`config.mk`:
```
export PLATFORM = sky130hd
export DESIGN_NAME = pc_trace_packer
export DESIGN_NICKNAME = d
export VERILOG_FILES = /design/src/rtl/pct_region_cmp.sv /design/src/rtl/pct_row_fmt.sv /design/src/rtl/pc_trace_packer.sv
export SDC_FILE = /design/constraint.sdc
export NUM_CORES = 1
export LEC_CHECK = 0
export CAP_MARGIN = 20
export CORE_UTILIZATION = 57
export CTS_CLUSTER_DIAMETER = 120
export DETAILED_ROUTE_END_ITERATION = 7
export DONT_BUFFER_PORTS = 1
export PLACE_DENSITY = 0.85
export SKIP_LAST_GASP = 1
export SLEW_MARGIN = 20
export SYNTH_ARGS = -nofsm -noshare
export SYNTH_HDL_FRONTEND = slang
export SYNTH_SLANG_ARGS = --single-unit
export TNS_END_PERCENT = 50
```
`constraint.sdc`:
```
create_clock -name clk -period 2.1 [get_ports clk]
set_input_delay 0.42 -clock clk [delete_from_list [all_inputs] [get_ports clk]]
set_output_delay 0.42 -clock clk [all_outputs]
set_load 0.02 [all_outputs]
```
`src/rtl/pct_region_cmp.sv`:
```
module pct_region_cmp #(
    parameter int PC_W  = 18,
    parameter int OFS_W = 6
) (
    input  logic [PC_W-1:0]       pc,
    input  logic [PC_W-OFS_W-1:0] base,
    input  logic                  base_vld,
    output logic [PC_W-OFS_W-1:0] region,
    output logic                  same
);
    assign region = pc[PC_W-1:OFS_W];
    assign same   = base_vld && (region == base);
endmodule

```
`src/rtl/pct_row_fmt.sv`:
```
module pct_row_fmt #(
    parameter int PC_W  = 18,
    parameter int OFS_W = 6,
    parameter int SLOTS = 3,
    parameter int CNT_W = 2
) (
    input  logic                       full_sel,
    input  logic [PC_W-1:0]            full_pc,
    input  logic [CNT_W-1:0]           cnt,
    input  logic [SLOTS-1:0][OFS_W-1:0] ofs,
    output logic [CNT_W+PC_W-1:0]      row
);
    localparam int PAY_W = SLOTS * OFS_W;

    logic [PAY_W-1:0] packed_pay;

    // Slots at or beyond the valid count are forced to zero.
    for (genvar g = 0; g < SLOTS; g++) begin : g_slot
        assign packed_pay[g*OFS_W +: OFS_W] = (CNT_W'(g) < cnt) ? ofs[g] : '0;
    end

    assign row = full_sel ? {CNT_W'(0), full_pc} : {cnt, PC_W'(packed_pay)};
endmodule

```
`src/rtl/pc_trace_packer.sv`:
```
module pc_trace_packer #(
    parameter int PC_W  = 18,
    parameter int OFS_W = 6,
    parameter int SLOTS = 3
) (
    input  logic                      clk,
    input  logic                      rst_n,
    input  logic                      trace_en,
    input  logic                      op_valid,
    input  logic [PC_W-1:0]           op_pc,
    input  logic                      flush,
    output logic                      row_valid,
    output logic [$clog2(SLOTS+1)+PC_W-1:0] row_data
);
    localparam int REG_W = PC_W - OFS_W;
    localparam int CNT_W = $clog2(SLOTS + 1);
    localparam int ROW_W = CNT_W + PC_W;

    initial begin
        assert (SLOTS * OFS_W <= PC_W);
    end

    typedef struct packed {
        logic                       en;
        logic                       base_vld;
        logic [REG_W-1:0]           base;
        logic [CNT_W-1:0]           cnt;
        logic [SLOTS-1:0][OFS_W-1:0] ofs;
        logic                       defer_vld;
        logic [PC_W-1:0]            defer_pc;
        logic                       row_vld;
        logic [ROW_W-1:0]           row;
    } state_t;

    state_t q, d;

    logic                        flush_evt, accept, same;
    logic [REG_W-1:0]            region;
    logic                        emit, fmt_full;
    logic [PC_W-1:0]             fmt_pc;
    logic [CNT_W-1:0]            fmt_cnt;
    logic [SLOTS-1:0][OFS_W-1:0] fmt_ofs, ofs_ins;
    logic [ROW_W-1:0]            fmt_row;

    pct_region_cmp #(.PC_W(PC_W), .OFS_W(OFS_W)) u_cmp (
        .pc       (op_pc),
        .base     (q.base),
        .base_vld (q.base_vld),
        .region   (region),
        .same     (same)
    );

    pct_row_fmt #(.PC_W(PC_W), .OFS_W(OFS_W), .SLOTS(SLOTS), .CNT_W(CNT_W)) u_fmt (
        .full_sel (fmt_full),
        .full_pc  (fmt_pc),
        .cnt      (fmt_cnt),
        .ofs      (fmt_ofs),
        .row      (fmt_row)
    );

    // Decide which row, if any, is written this cycle.
    always_comb begin
        flush_evt = q.en && (flush || !trace_en);
        accept    = op_valid && trace_en && !flush;
        ofs_ins   = q.ofs;
        for (int i = 0; i < SLOTS; i++) begin
            if (CNT_W'(i) == q.cnt) ofs_ins[i] = op_pc[OFS_W-1:0];
        end
        emit     = 1'b0;
        fmt_full = 1'b0;
        fmt_pc   = q.defer_pc;
        fmt_cnt  = q.cnt;
        fmt_ofs  = q.ofs;
        if (q.defer_vld) begin
            emit     = 1'b1;
            fmt_full = 1'b1;
        end else if (flush_evt) begin
            emit = (q.cnt != '0);
        end else if (accept) begin
            if (!same) begin
                emit = 1'b1;
                if (q.cnt == '0) begin
                    fmt_full = 1'b1;
                    fmt_pc   = op_pc;
                end
            end else if (q.cnt == CNT_W'(SLOTS - 1)) begin
                emit    = 1'b1;
                fmt_cnt = CNT_W'(SLOTS);
                fmt_ofs = ofs_ins;
            end
        end
    end

    // Next-state computation.
    always_comb begin
        d         = q;
        d.en      = trace_en;
        d.row_vld = emit;
        d.row     = emit ? fmt_row : '0;
        if (q.defer_vld) begin
            d.defer_vld = 1'b0;
            if (accept) begin
                if (same) begin
                    d.cnt    = CNT_W'(1);
                    d.ofs    = '0;
                    d.ofs[0] = op_pc[OFS_W-1:0];
                end else begin
                    d.defer_vld = 1'b1;
                    d.defer_pc  = op_pc;
                    d.base      = region;
                end
            end
        end else if (accept) begin
            if (!same) begin
                d.base     = region;
                d.base_vld = 1'b1;
                d.cnt      = '0;
                d.ofs      = '0;
                if (q.cnt != '0) begin
                    d.defer_vld = 1'b1;
                    d.defer_pc  = op_pc;
                end
            end else if (q.cnt == CNT_W'(SLOTS - 1)) begin
                d.cnt = '0;
                d.ofs = '0;
            end else begin
                d.ofs = ofs_ins;
                d.cnt = q.cnt + CNT_W'(1);
            end
        end
        if (flush_evt) begin
            d.base_vld  = 1'b0;
            d.cnt       = '0;
            d.ofs       = '0;
            d.defer_vld = 1'b0;
        end
    end

    always_ff @(posedge clk or negedge rst_n) begin
        if (!rst_n) q <= '0;
        else        q <= d;
    end

    assign row_valid = q.row_vld;
    assign row_data  = q.row;

    // Offset count never reaches a full row while held.
    assert_cnt_range_R3: assert property (@(posedge clk) disable iff (!rst_n)
        q.cnt < CNT_W'(SLOTS));

    // An in-region opcode that does not complete a row writes nothing.
    assert_quiet_in_region_R3: assert property (@(posedge clk) disable iff (!rst_n)
        (accept && same && !q.defer_vld && q.cnt < CNT_W'(SLOTS - 1)) |=> !row_valid);

    // A waiting full-PC row implies no offsets are pending.
    assert_defer_no_offsets_R5: assert property (@(posedge clk) disable iff (!rst_n)
        q.defer_vld |-> (q.cnt == '0));

    // A waiting full-PC row is always written on the next edge.
    assert_defer_written_R6: assert property (@(posedge clk) disable iff (!rst_n)
        q.defer_vld |=> (row_valid && row_data[ROW_W-1:PC_W] == '0));

    // Flush leaves nothing pending and forgets the region.
    assert_flush_clears_R7: assert property (@(posedge clk) disable iff (!rst_n)
        (flush && trace_en && q.en) |=> (!q.base_vld && q.cnt == '0 && !q.defer_vld));

    // Disabled tracing writes nothing.
    assert_idle_no_row_R8: assert property (@(posedge clk) disable iff (!rst_n)
        (!trace_en && !q.en) |=> !row_valid);
endmodule

```
==> results.sh <==
export IMPL_violations="hold timing"
export IMPL_place_inst=404
export IMPL_p_int_mw=2.11
export IMPL_drc_errors=0
export IMPL_wl_um=8400
export IMPL_die_w_um=82.3
export IMPL_arrival_ns=2.22
export IMPL_slew_viol_final=0
export IMPL_netlist_instances=342
export IMPL_grt_overflow_total=0
export IMPL_netlist_area_leader_share=0.503
export IMPL_numClockSinks=74
export IMPL_startpoint_type="flip-flop"
export IMPL_drtIter0Drc=434
export IMPL_cts_buffer_depth=2
export IMPL_post_drt_wl_per_cell_um=20.1
export IMPL_core_area_mm2=0.00606
export IMPL_rows=28
export IMPL_rr_endpoint="q[40]$_DFFE_PN0P_"
export IMPL_yosysMostFrequentCell="dfrtp_1"
export IMPL_fin_nets=364
export IMPL_synth_top_cells_by_area="dfrtp_1 (50%), mux2_2 (7.0%), a32oi_1 (5.7%), buf_4 (4.1%), o211ai_1 (3.7%)"
export IMPL_antenna_found_initial=0
export IMPL_hp_class="in2async"
export IMPL_swShare=0.238
export IMPL_grt_usage=0.276
export IMPL_layout_min_cycle_time_ns=2.01
export IMPL_grt_max_degree=75
export IMPL_place_area_mm2=0.00384
export IMPL_fillerInstances=424
export IMPL_cts_max_level=3
export IMPL_diodes=0
export IMPL_postLayoutCellArea_mm2=0.00402
export IMPL_min_period_over_period=0.958
export IMPL_worstSetupPathType="reg2reg"
export IMPL_worst_ir_drop_vdd_mv=0.445
export IMPL_drive_gt1_frac=0.246
export IMPL_r2r_slack_ns=0.09
export IMPL_synth_top_area_cell="dfrtp_1"
export IMPL_share_comb_of_total_power=0.100
export IMPL_io_buffers=0
export IMPL_yosysUniqueCellTypes=40
export IMPL_fin_util=0.663
export IMPL_clk_pin_slew_ns=0.07
export IMPL_cp_required_ns=2.30
export IMPL_crit_fanout=12
export IMPL_synth_warnings=0
export IMPL_dp_hpwl_um=5740
export IMPL_ys_flop_type="dfrtp_1"
export IMPL_worst_setup_path_end_kind="flip-flop"
export IMPL_tightestPinTransition_ns=0.611
export IMPL_fp_dieArea_mm2=0.00678
export IMPL_fin_skew_ns=0.0104
export IMPL_p_total_mw=2.76
export IMPL_clockPowerShare=0.326
export IMPL_pwr_share_seq=0.575
export IMPL_rsz0062_at_grt="false"
export IMPL_first_pass_iters=6
export IMPL_p_leak_nw=1.69
export IMPL_synthArstFlopShare=1.00
export IMPL_grt_pass1_wl_um=13600
export IMPL_p_per_area_mw_per_mm2=688
export IMPL_worst_hold_slack_ns=-0.230
export IMPL_vias=2774
export IMPL_yosys_register_bits=74
export IMPL_slew_headroom=0.591
export IMPL_clkLatencyLatePin_ns=0.34
export IMPL_num_io_pins=44
export IMPL_netlist_area_mm2=0.00368
export IMPL_final_antenna_net_count=0
export IMPL_die_y_um=82.3
export IMPL_cts_tree="built"
export IMPL_grt_pass1_vias=2678
export IMPL_switchingPower_mw=0.658
export IMPL_r2r_start="q[70]$_DFFE_PN0P_"
export IMPL_syn_nets=365
export IMPL_gp_congestion=0.865
export IMPL_status="complete, but fails checks"
export IMPL_max_clock_freq_ghz=0.497
export IMPL_setup_viol=0
export IMPL_hold_viol_final=74
export IMPL_fin_cells=417
export IMPL_maxCapViolCount=0
export IMPL_start_util=0.607
export IMPL_syn_avg_cell_area_um2=10.8
export IMPL_cts_root_buf="clkbuf_8"
export IMPL_cts_buffers_inserted=9
export IMPL_reg2regPathDepth=7
export IMPL_synth_commonest_cells="dfrtp_1 (74), nand2_1 (28), nand3_1 (26), a32oi_1 (24), mux2_2 (23)"
export IMPL_yosysSeqAreaShare=0.503
export IMPL_vias_per_cell=6.65
export IMPL_synth_edf_count=0
export IMPL_areaGrowthSynthToFinish_pct=9.22
## worst max-delay path: stages (launching register included)
cell,delay [ns]
dfrtp_1,0.41
xnor2_2,0.18
nand3_2,0.10
or4_4,0.57
buf_6,0.17
a31oi_4,0.18
buf_12,0.16
o211ai_1,0.10
## power by group through the flow
stage                     registers, mW  logic [mW]  clock network (mW)
after floorplan                    1.59       0.227                   0
after global placement             1.61       0.259                   0
after detailed placement           1.61       0.269                   0
after CTS                          1.59       0.272               0.912
after global routing               1.60       0.295               0.961
final                              1.59       0.275               0.900
## worst max-delay path by stage
stage                      startpoint  slack, ns                end  depth (start not counted)
global placement            op_pc[13]       0.05  q[53]$_DFFE_PN0P_                          5
floorplan           q[63]$_DFFE_PN0P_      -0.03  q[53]$_DFFE_PN0P_                          6
CTS                 q[70]$_DFFE_PN0P_      -0.01  q[57]$_DFFE_PN0P_                          5
global route        q[62]$_DFFE_PN0P_       0.02  q[62]$_DFFE_PN0P_                          7
finish              q[70]$_DFFE_PN0P_       0.09  q[40]$_DFFE_PN0P_                          7
detailed placement          op_pc[13]      -0.03  q[57]$_DFFE_PN0P_                          5
## repair_timing
action                     4_1_cts  5_1_grt
setup endpoints to repair        2       34
pin swaps                        1        3
setup buffers                    0        1
gates cloned                     0        0
hold endpoints to repair        74       74
gates resized for setup          1        5
## per-stage QoR
| stage | worst slack (ns) | TNS, ns |
|---|---|---|
| after floorplan | -0.0325 | -0.184 |
| after global placement | 0.0500 | 0 |
| after detailed placement | -0.0284 | -0.0672 |
| after CTS | -0.00991 | -0.00991 |
| after global routing | 0.0159 | 0 |
| final | 0.0890 | 0 |
## layer usage
layer  GRT usage  wire (µm)  share of wire
met1       0.386       3550           0.42
met2       0.409       3910           0.46
met3      0.0659        747          0.089
met4       0.118        201          0.024
met5           0          0              0
## sequential cells by signal, indices dropped and copies added, names as in the netlist
signal and flops:
row_valid 1, q 53, row_data 20
## final cells by class
type                    instances  area [µm²]  share of cell area
flip-flops and latches         74        1850               0.461
well taps                      75        93.8              0.0234
repair buffers                 30         262              0.0651
multi-input cells             210        1600               0.399
inverters                      16        60.1              0.0149
clock inverters                 1        5.00             0.00125
clock buffers                  11         141              0.0352
## cells in the final DEF (no fill, tap or decap), types with 2 or more instances in the layout
cell type,netlist,routed
a211o_1,6,6
a211oi_1,6,6
a21boi_1,6,5
a21boi_2,1,2
a21oi_1,5,5
a32oi_1,24,24
and2_1,8,8
buf_12,0,2
buf_4,20,25
buf_6,1,3
clkbuf_8,0,10
dfrtp_1,74,73
inv_1,16,16
mux2_2,23,23
nand2_1,28,28
nand3_1,26,25
nand4_1,3,3
nor2_1,9,9
nor4_1,2,2
o211ai_1,18,18
o21ai_0,9,9
o32ai_1,6,6
or2_2,2,2
or4_4,2,2
xnor2_1,12,4
xnor2_2,0,7
## kinds of logic (layout without fill, tap and decap cells)
family | after synthesis | count (layout) | synth area share
AO/OA/AOI/OAI | 87 | 87 | 0.189
XOR/XNOR | 12 | 12 | 0.0286
buffers and inverters | 58 | 58 | 0.0826
flip-flops | 74 | 74 | 0.503
multiplexers | 24 | 24 | 0.0735
AND/OR/NAND/NOR | 87 | 87 | 0.123
No activity file was read; power rests on OpenSTA's default activity.
